[src/rtl/xbus_seq_pkg.sv]
package xbus_seq_pkg;

    localparam int unsigned ADDR_W        = 16;
    localparam int unsigned DATA_W        = 8;
    localparam int unsigned HI_W          = ADDR_W - DATA_W;
    localparam int unsigned SLOT_PERIODS  = 6;
    localparam int unsigned SLOTS_PER_MC  = 2;
    localparam int unsigned MC_PERIODS    = SLOT_PERIODS * SLOTS_PER_MC;
    localparam int unsigned PHASE_W       = $clog2(MC_PERIODS);
    localparam int unsigned TPOS_W        = $clog2(SLOT_PERIODS);

    // period positions (within a slot for fetches, within the machine cycle for data)
    localparam int unsigned ALE_HIGH      = 2;   // ale high periods [0, ALE_HIGH)
    localparam int unsigned ADDR_DRIVE    = 3;   // low address on port [0, ADDR_DRIVE)
    localparam int unsigned PSEN_FALL     = 3;   // psen_n low [PSEN_FALL, SLOT_PERIODS)
    localparam int unsigned STROBE_FALL   = 5;   // rd_n / wr_n low [STROBE_FALL, STROBE_RISE)
    localparam int unsigned STROBE_RISE   = 11;
    localparam int unsigned WDATA_FROM    = 4;   // write byte on port [WDATA_FROM, MC_PERIODS)

    typedef enum logic [1:0] {
        CMD_IDLE  = 2'd0,
        CMD_FETCH = 2'd1,
        CMD_READ  = 2'd2,
        CMD_WRITE = 2'd3
    } cmd_kind_e;

    typedef struct packed {
        cmd_kind_e           kind;
        logic [ADDR_W-1:0]   addr;
        logic [DATA_W-1:0]   wdata;
        logic                onchip_en;
    } bus_cmd_t;

    typedef struct packed {
        logic                ale;
        logic                psen_n;
        logic                rd_n;
        logic                wr_n;
        logic                port_oe;
        logic [DATA_W-1:0]   port_out;
        logic [HI_W-1:0]     addr_hi;
        logic                prog_int;
        logic                fetch_sample;
        logic                read_sample;
    } bus_pins_t;

    // true when position p lies in [lo, hi)
    function automatic logic in_span(input logic [PHASE_W-1:0] p,
                                     input int unsigned lo,
                                     input int unsigned hi);
        return (32'(p) >= lo) && (32'(p) < hi);
    endfunction

    function automatic logic [DATA_W-1:0] low_byte(input logic [ADDR_W-1:0] a);
        return a[DATA_W-1:0];
    endfunction

    function automatic logic [HI_W-1:0] high_byte(input logic [ADDR_W-1:0] a);
        return a[ADDR_W-1:DATA_W];
    endfunction

endpackage

[src/rtl/xbus_phase_ctr.sv]
module xbus_phase_ctr
    import xbus_seq_pkg::*;
(
    input  logic               clk,
    input  logic               rst,
    output logic [PHASE_W-1:0] phase,
    output logic               slot_sel,
    output logic [PHASE_W-1:0] tpos,
    output logic               cycle_last
);
    localparam logic [PHASE_W-1:0] LAST_PHASE = PHASE_W'(MC_PERIODS - 1);
    localparam logic [PHASE_W-1:0] SLOT_LEN   = PHASE_W'(SLOT_PERIODS);

    always_ff @(posedge clk) begin
        if (rst) begin
            phase <= '0;
        end else if (phase == LAST_PHASE) begin
            phase <= '0;
        end else begin
            phase <= phase + 1'b1;
        end
    end

    always_comb begin
        slot_sel   = (phase >= SLOT_LEN);
        tpos       = slot_sel ? (phase - SLOT_LEN) : phase;
        cycle_last = (phase == LAST_PHASE);
    end

    // the command window lasts exactly one period
    a_r1_take_single: assert property (@(posedge clk) disable iff (rst)
        cycle_last |=> !cycle_last);

endmodule

[src/rtl/xbus_cmd_reg.sv]
module xbus_cmd_reg
    import xbus_seq_pkg::*;
(
    input  logic     clk,
    input  logic     rst,
    input  logic     take,
    input  bus_cmd_t next_cmd,
    output bus_cmd_t cur_cmd
);
    always_ff @(posedge clk) begin
        if (rst) begin
            cur_cmd.kind      <= CMD_IDLE;
            cur_cmd.addr      <= '0;
            cur_cmd.wdata     <= '0;
            cur_cmd.onchip_en <= 1'b0;
        end else if (take) begin
            cur_cmd <= next_cmd;
        end
    end
endmodule

[src/rtl/xbus_strobe_gen.sv]
module xbus_strobe_gen
    import xbus_seq_pkg::*;
#(
    parameter int unsigned INT_LIMIT = 8192
) (
    input  logic [PHASE_W-1:0] phase,
    input  logic               slot_sel,
    input  logic [PHASE_W-1:0] tpos,
    input  bus_cmd_t           cur_cmd,
    output bus_pins_t          pins
);
    logic [ADDR_W-1:0] slot_addr;
    logic              onchip;

    always_comb begin
        slot_addr = cur_cmd.addr + ADDR_W'(slot_sel);
        onchip    = cur_cmd.onchip_en && (32'(slot_addr) < INT_LIMIT);
    end

    always_comb begin
        pins              = '0;
        pins.psen_n       = 1'b1;
        pins.rd_n         = 1'b1;
        pins.wr_n         = 1'b1;
        unique case (cur_cmd.kind)
            CMD_FETCH: begin
                pins.ale      = in_span(tpos, 0, ALE_HIGH);
                pins.addr_hi  = high_byte(slot_addr);
                pins.prog_int = onchip;
                if (!onchip) begin
                    pins.port_oe      = in_span(tpos, 0, ADDR_DRIVE);
                    pins.port_out     = pins.port_oe ? low_byte(slot_addr) : '0;
                    pins.psen_n       = !in_span(tpos, PSEN_FALL, SLOT_PERIODS);
                    pins.fetch_sample = in_span(tpos, SLOT_PERIODS - 1, SLOT_PERIODS);
                end
            end
            CMD_READ: begin
                pins.ale         = in_span(phase, 0, ALE_HIGH);
                pins.addr_hi     = high_byte(cur_cmd.addr);
                pins.port_oe     = in_span(phase, 0, ADDR_DRIVE);
                pins.port_out    = pins.port_oe ? low_byte(cur_cmd.addr) : '0;
                pins.rd_n        = !in_span(phase, STROBE_FALL, STROBE_RISE);
                pins.read_sample = in_span(phase, STROBE_RISE - 1, STROBE_RISE);
            end
            CMD_WRITE: begin
                pins.ale      = in_span(phase, 0, ALE_HIGH);
                pins.addr_hi  = high_byte(cur_cmd.addr);
                if (in_span(phase, 0, ADDR_DRIVE)) begin
                    pins.port_oe  = 1'b1;
                    pins.port_out = low_byte(cur_cmd.addr);
                end else if (in_span(phase, WDATA_FROM, MC_PERIODS)) begin
                    pins.port_oe  = 1'b1;
                    pins.port_out = cur_cmd.wdata;
                end
                pins.wr_n     = !in_span(phase, STROBE_FALL, STROBE_RISE);
            end
            default: begin
                pins.ale = 1'b0;
            end
        endcase
    end
endmodule

[src/rtl/xbus_capture.sv]
module xbus_capture
    import xbus_seq_pkg::*;
(
    input  logic              clk,
    input  logic              rst,
    input  logic              fetch_sample,
    input  logic              read_sample,
    input  logic [DATA_W-1:0] port_in,
    output logic              fetch_valid,
    output logic [DATA_W-1:0] fetch_byte,
    output logic              rdata_valid,
    output logic [DATA_W-1:0] rdata
);
    always_ff @(posedge clk) begin
        if (rst) begin
            fetch_valid <= 1'b0;
            fetch_byte  <= '0;
            rdata_valid <= 1'b0;
            rdata       <= '0;
        end else begin
            fetch_valid <= fetch_sample;
            rdata_valid <= read_sample;
            if (fetch_sample) fetch_byte <= port_in;
            if (read_sample)  rdata      <= port_in;
        end
    end

    // each fetched byte is reported for a single period
    a_r4_fetch_pulse: assert property (@(posedge clk) disable iff (rst)
        fetch_valid |=> !fetch_valid);
    // read data is reported for a single period
    a_r7_read_pulse: assert property (@(posedge clk) disable iff (rst)
        rdata_valid |=> !rdata_valid);

endmodule

[src/rtl/xbus_sequencer.sv]
module xbus_sequencer
    import xbus_seq_pkg::*;
#(
    parameter int unsigned INT_LIMIT = 8192
) (
    input  logic              clk,
    input  logic              rst,
    input  logic [1:0]        cmd_kind,
    input  logic [ADDR_W-1:0] cmd_addr,
    input  logic [DATA_W-1:0] cmd_wdata,
    input  logic              onchip_prog_en,
    output logic              cmd_take,
    output logic              ale,
    output logic              psen_n,
    output logic              rd_n,
    output logic              wr_n,
    output logic [DATA_W-1:0] port_out,
    output logic              port_oe,
    input  logic [DATA_W-1:0] port_in,
    output logic [HI_W-1:0]   addr_hi,
    output logic              prog_internal,
    output logic              fetch_valid,
    output logic [DATA_W-1:0] fetch_byte,
    output logic              rdata_valid,
    output logic [DATA_W-1:0] rdata
);
    logic [PHASE_W-1:0] phase;
    logic [PHASE_W-1:0] tpos;
    logic               slot_sel;
    logic               cycle_last;
    bus_cmd_t           next_cmd;
    bus_cmd_t           cur_cmd;
    bus_pins_t          pins;

    always_comb begin
        next_cmd.kind      = cmd_kind_e'(cmd_kind);
        next_cmd.addr      = cmd_addr;
        next_cmd.wdata     = cmd_wdata;
        next_cmd.onchip_en = onchip_prog_en;
    end

    xbus_phase_ctr u_phase (
        .clk        (clk),
        .rst        (rst),
        .phase      (phase),
        .slot_sel   (slot_sel),
        .tpos       (tpos),
        .cycle_last (cycle_last)
    );

    xbus_cmd_reg u_cmd (
        .clk      (clk),
        .rst      (rst),
        .take     (cycle_last),
        .next_cmd (next_cmd),
        .cur_cmd  (cur_cmd)
    );

    xbus_strobe_gen #(.INT_LIMIT(INT_LIMIT)) u_strobe (
        .phase    (phase),
        .slot_sel (slot_sel),
        .tpos     (tpos),
        .cur_cmd  (cur_cmd),
        .pins     (pins)
    );

    xbus_capture u_cap (
        .clk          (clk),
        .rst          (rst),
        .fetch_sample (pins.fetch_sample),
        .read_sample  (pins.read_sample),
        .port_in      (port_in),
        .fetch_valid  (fetch_valid),
        .fetch_byte   (fetch_byte),
        .rdata_valid  (rdata_valid),
        .rdata        (rdata)
    );

    always_comb begin
        cmd_take      = cycle_last && !rst;
        ale           = pins.ale;
        psen_n        = pins.psen_n;
        rd_n          = pins.rd_n;
        wr_n          = pins.wr_n;
        port_out      = pins.port_out;
        port_oe       = pins.port_oe;
        addr_hi       = pins.addr_hi;
        prog_internal = pins.prog_int;
    end

    // strobes never overlap
    a_r10_one_strobe: assert property (@(posedge clk) disable iff (rst)
        $countones({!psen_n, !rd_n, !wr_n}) <= 1);
    // no strobe while the address latch is open
    a_r10_ale_quiet: assert property (@(posedge clk) disable iff (rst)
        ale |-> (psen_n && rd_n && wr_n));
    // latch pulse lasts two periods
    a_r2_ale_width: assert property (@(posedge clk) disable iff (rst)
        $fell(ale) |-> ($past(ale, 1) && $past(ale, 2)));
    // program strobe low for three periods
    a_r3_psen_width: assert property (@(posedge clk) disable iff (rst)
        $rose(psen_n) |-> (!$past(psen_n, 2) && !$past(psen_n, 3) && $past(psen_n, 4)));
    // port released while the program strobe is low
    a_r3_psen_release: assert property (@(posedge clk) disable iff (rst)
        !psen_n |-> !port_oe);
    // read strobe low for six periods, port released meanwhile
    a_r7_rd_width: assert property (@(posedge clk) disable iff (rst)
        $rose(rd_n) |-> (!$past(rd_n, 6) && $past(rd_n, 7)));
    a_r7_rd_release: assert property (@(posedge clk) disable iff (rst)
        !rd_n |-> !port_oe);
    // write byte driven throughout the write strobe
    a_r8_wr_driven: assert property (@(posedge clk) disable iff (rst)
        !wr_n |-> port_oe);

endmodule

[config.mk]
export PLATFORM = sky130hd
export DESIGN_NAME = xbus_sequencer
export DESIGN_NICKNAME = d
export VERILOG_FILES = /design/src/rtl/xbus_seq_pkg.sv /design/src/rtl/xbus_phase_ctr.sv /design/src/rtl/xbus_cmd_reg.sv /design/src/rtl/xbus_strobe_gen.sv /design/src/rtl/xbus_capture.sv /design/src/rtl/xbus_sequencer.sv
export SDC_FILE = /design/constraint.sdc
export NUM_CORES = 1
export LEC_CHECK = 0
export BUFFER_PORTS_ARGS = -buffer_cell sky130_fd_sc_hd__buf_2
export CAP_MARGIN = 25
export CORE_ASPECT_RATIO = 0.5
export CORE_UTILIZATION = 46
export CTS_BUF_LIST = sky130_fd_sc_hd__clkbuf_8 sky130_fd_sc_hd__clkbuf_16
export DETAILED_ROUTE_END_ITERATION = 8
export PLACE_DENSITY = 0.75
export SLEW_MARGIN = 20
export SYNTH_ARGS = -nofsm -noshare
export SYNTH_HDL_FRONTEND = slang
export SYNTH_SLANG_ARGS = --single-unit
[constraint.sdc]
create_clock -name clk -period 3.3 [get_ports clk]
set_clock_uncertainty 0.2 [all_clocks]
set_input_delay 0.33 -clock clk [delete_from_list [all_inputs] [get_ports clk]]
set_output_delay 0.33 -clock clk [all_outputs]
set_load 0.1 [all_outputs]
==> flow_summary.yaml <==
sta:
  setup_ws_ps: -104
  finalCriticalPeriod_ps: 3400
  whs_ps: 41.5
  tightestPinTransition_ps: 560
  finalSetupViolCount: 9
  setup-tns-final_ps: -771
  drv_slew: 0
  slew_headroom_pct: 62.6
  rsz0062_at_grt: "yes"
  finalCritPeriodShare_pct: 103
  fmax_mhz: 294
  hold_violations: 0
power:
  power.share.switching_pct: 23.8
  leakagePower_uw: 0.00160
  p_sw_uw: 269
  seqPwrFrac_pct: 53.0
  intPower_uw: 860
  pwr-share-comb_pct: 7.9
  power_density_nw_per_um2: 289
  p_clk_share_pct: 39.2
  ir_drop_mv: 0.298
synth:
  synth_ff_type: "dfxtp_1"
  ys_seq_area_share_pct: 38.0
  async_flop_share_pct: 0
  synth_top_family_by_area: "compound AO/OA/AOI/OAI gates"
  synth_edf_count: 0
  synth_xor_area_share_pct: 3.05
  synth.area.mux_share_pct: 8.62
  synthSimpleGateAreaFrac_pct: 18.1
  synth_warnings: 0
  synth-compound-area-share_pct: 22.4
  syn-num-nets: 342
  syn_area_sq_um: 2580
  yosysUniqueCellTypes: 49
  syn_inst: 294
  synth-adder-area-share_pct: 5.33
  avgSynthCellArea_sq_um: 8.79
  synth_seq_cells: 49
global_route:
  antenna_found_initial: 0
  overflow: 0
  grt_use_total_pct: 26.0
  grt_first_pass_wirelength_mm: 11.8
  grt_max_degree: 29
  grt_pass1_vias: 2442
min_path:
  hp-class: "in -> reg"
route:
  post_drt_wl_per_cell_um: 16.2
  antenna_left: 0
  drc: 0
  drt-total-wl_mm: 7.47
  vias_per_cell: 5.72
  vias: 2630
  firstDrtPassIters: 4
  drt_iter0_markers: 105
floorplanning:
  core-area_sq_um: 5160
  die_h_um: 55.0
  io_pins: 78
  rows: 18
  dieArea_sq_um: 5940
  die_width_um: 108
  initial_core_util_pct: 50.1
place:
  dp.final_hpwl_mm: 5.35
  post-place-cells: 444
  place.gp.congestion: 0.862
  preCtsSetupSlack_ps: -72.7
  port_buffers: 77
run:
  max_cap_viol_count: 0
cells_and_area:
  syn_to_final_growth_pct: 51.3
  final_layout_size_suffix_gt1_share_pct: 40.3
  antenna_cells: 0
  final_util_pct: 75.8
  stdcell_count: 460
  nets: 437
clocking:
  clock_path_buffers: 2
  cts_sinks: 49
  tritoncts: "done"
  clk_pin_slew_ps: 100
  cts_hold_buf: 0
  insertion_delay_ps: 300
  cts-htree-levels: 2
  cts_buffers: 5
  clock-root-buffer: "clkbuf_8"
setup_path:
  critPathKind: "reg -> out"
  critPathSlowestCell: "mux2_2"
  max_stage_delay_ps: 440
  worst-path-buf-inv: 1
  critPathLaunchType: "register"
  worstPathMaxFanout: 3
  crit_family: "simple AND/OR/NAND/NOR gates"
  cp.required_ps: 2770
  arrival_ps: 2870
  critPathMostFrequentCell: "ha_4"
  cp-end-kind: "output pin"
  r2r_setup_slack_ps: 390
  cp_cell_sequence: "ha_4, nor2b_4, a211o_1, ha_4, ha_4, nand4_1, nor4_4, mux2_2, a21boi_4, o221ai_4, buf_4"
status:
  violations: "negative setup slack"
  status: "finished with violations"
-- logic make-up (layout without fill, tap and decap cells) --
kind of cell,after synthesis,in the layout
DFF,49,49
muxes,22,22
xor gates and xnor gates,9,9
and+or+nand+nor,93,93
AOI/OAI and AO/OA,80,80
buffers and inverters,30,126
adders and majority gates,11,11
-- power by group through the flow --
stage	Clock [uW]	Sequential [uW]	Combinational (uW)
finish	442	598	88.7
global route	477	598	99.3
CTS	450	598	87.7
detailed placement	0	612	85.9
global placement	0	612	82.0
floorplan	0	613	43.1
-- Yosys cell counts, types with 2 or more instances --
master | number | area [sq um]
dfxtp_1 | 49 | 981
nand2_1 | 39 | 146
nor2_1 | 25 | 93.8
a22o_1 | 24 | 210
o21ai_0 | 21 | 105
mux2i_1 | 20 | 200
clkbuf_1 | 13 | 48.8
inv_1 | 12 | 45.0
ha_1 | 11 | 138
a22oi_1 | 8 | 60.1
xnor2_1 | 8 | 70.1
a21oi_1 | 7 | 35.0
nand3_1 | 5 | 25.0
o31ai_1 | 4 | 30.0
a211oi_1 | 3 | 22.5
and2_1 | 3 | 18.8
buf_2 | 3 | 15.0
nand2b_1 | 3 | 18.8
nand4_1 | 3 | 18.8
a31oi_1 | 2 | 12.5
mux2_2 | 2 | 22.5
nor2b_1 | 2 | 12.5
-- routing by layer --
| metal | vias to the layer above | global-route usage, % | share of wire (%) |
|---|---|---|---|
| met3 | 19 | 5.62 | 6.5 |
| li1 | 1245 | - | - |
| met1 | 1251 | 33.3 | 45 |
| met2 | 115 | 46.1 | 47 |
| met4 | 0 | 5.71 | 1.7 |
| met5 | - | 0 | 0 |
-- path summary, 6_finish.rpt --
kind	from	endpoint	cells past startpoint
min	cmd_addr[3]	u_cmd.cur_cmd[12]	2
max	u_phase.phase[2]	psen_n	11
max reg2reg	u_phase.phase[2]	u_cap.fetch_byte[3]	10
min reg2reg	u_cap.fetch_byte[5]	u_cap.fetch_byte[5]	2
-- stage by stage --
step	total power, uW	instance area, sq um
finish	1130	3910
CTS	1140	3850
global placement	694	3700
detailed placement	698	3700
global route	1180	3910
floorplan	656	2870
-- repair_timing --
| action | CTS | global route |
|---|---|---|
| resized for setup | 3 | 7 |
| setup endpoints to repair | 12 | 15 |
| setup buffers | 4 | 5 |
| pin swaps | 6 | 3 |
-- layout make-up --
| class | instances | area (sq um) |
|---|---|---|
| multi-input combinational | 215 | 1780 |
| fill | 368 | 1250 |
| sequential | 49 | 986 |
| timing repair buffer | 105 | 885 |
| tap | 70 | 87.6 |
| clock buffer | 5 | 68.8 |
| inverter | 13 | 53.8 |
| clock inverter | 3 | 45.0 |
-- cell usage in the layout (no fill, tap or decap), types with 4 or more instances in the layout --
master    instances
mux2i_1          18
ha_1              7
a22oi_1           8
nand3_1           4
nor2_1           24
a22o_1           24
dfxtp_1          47
buf_12           19
o21ai_0           8
buf_4            27
inv_1            11
nand2_1          38
buf_2            58
o21ai_4           9
clkbuf_8          5
xnor2_1           8
ha_4              4
a21oi_1           7
-- worst reg2reg max path, stage by stage (launching register included) --
cell,delay (ps)
dfxtp_4,390
ha_4,130
nor2b_4,140
a211o_1,170
ha_4,160
ha_4,120
nand4_1,160
nor4_4,300
mux2_2,440
a21oi_4,390
mux2i_1,250
-- flip-flops by register name, indices dropped and copies added, names as in the netlist --
| name | count |
|---|---|
| u_cap.rdata | 8 |
| u_cmd.cur_cmd | 27 |
| u_phase.phase | 4 |
| u_cap.fetch_valid | 1 |
| u_cap.rdata_valid | 1 |
| u_cap.fetch_byte | 8 |
No activity file was read; power rests on OpenSTA's default activity.
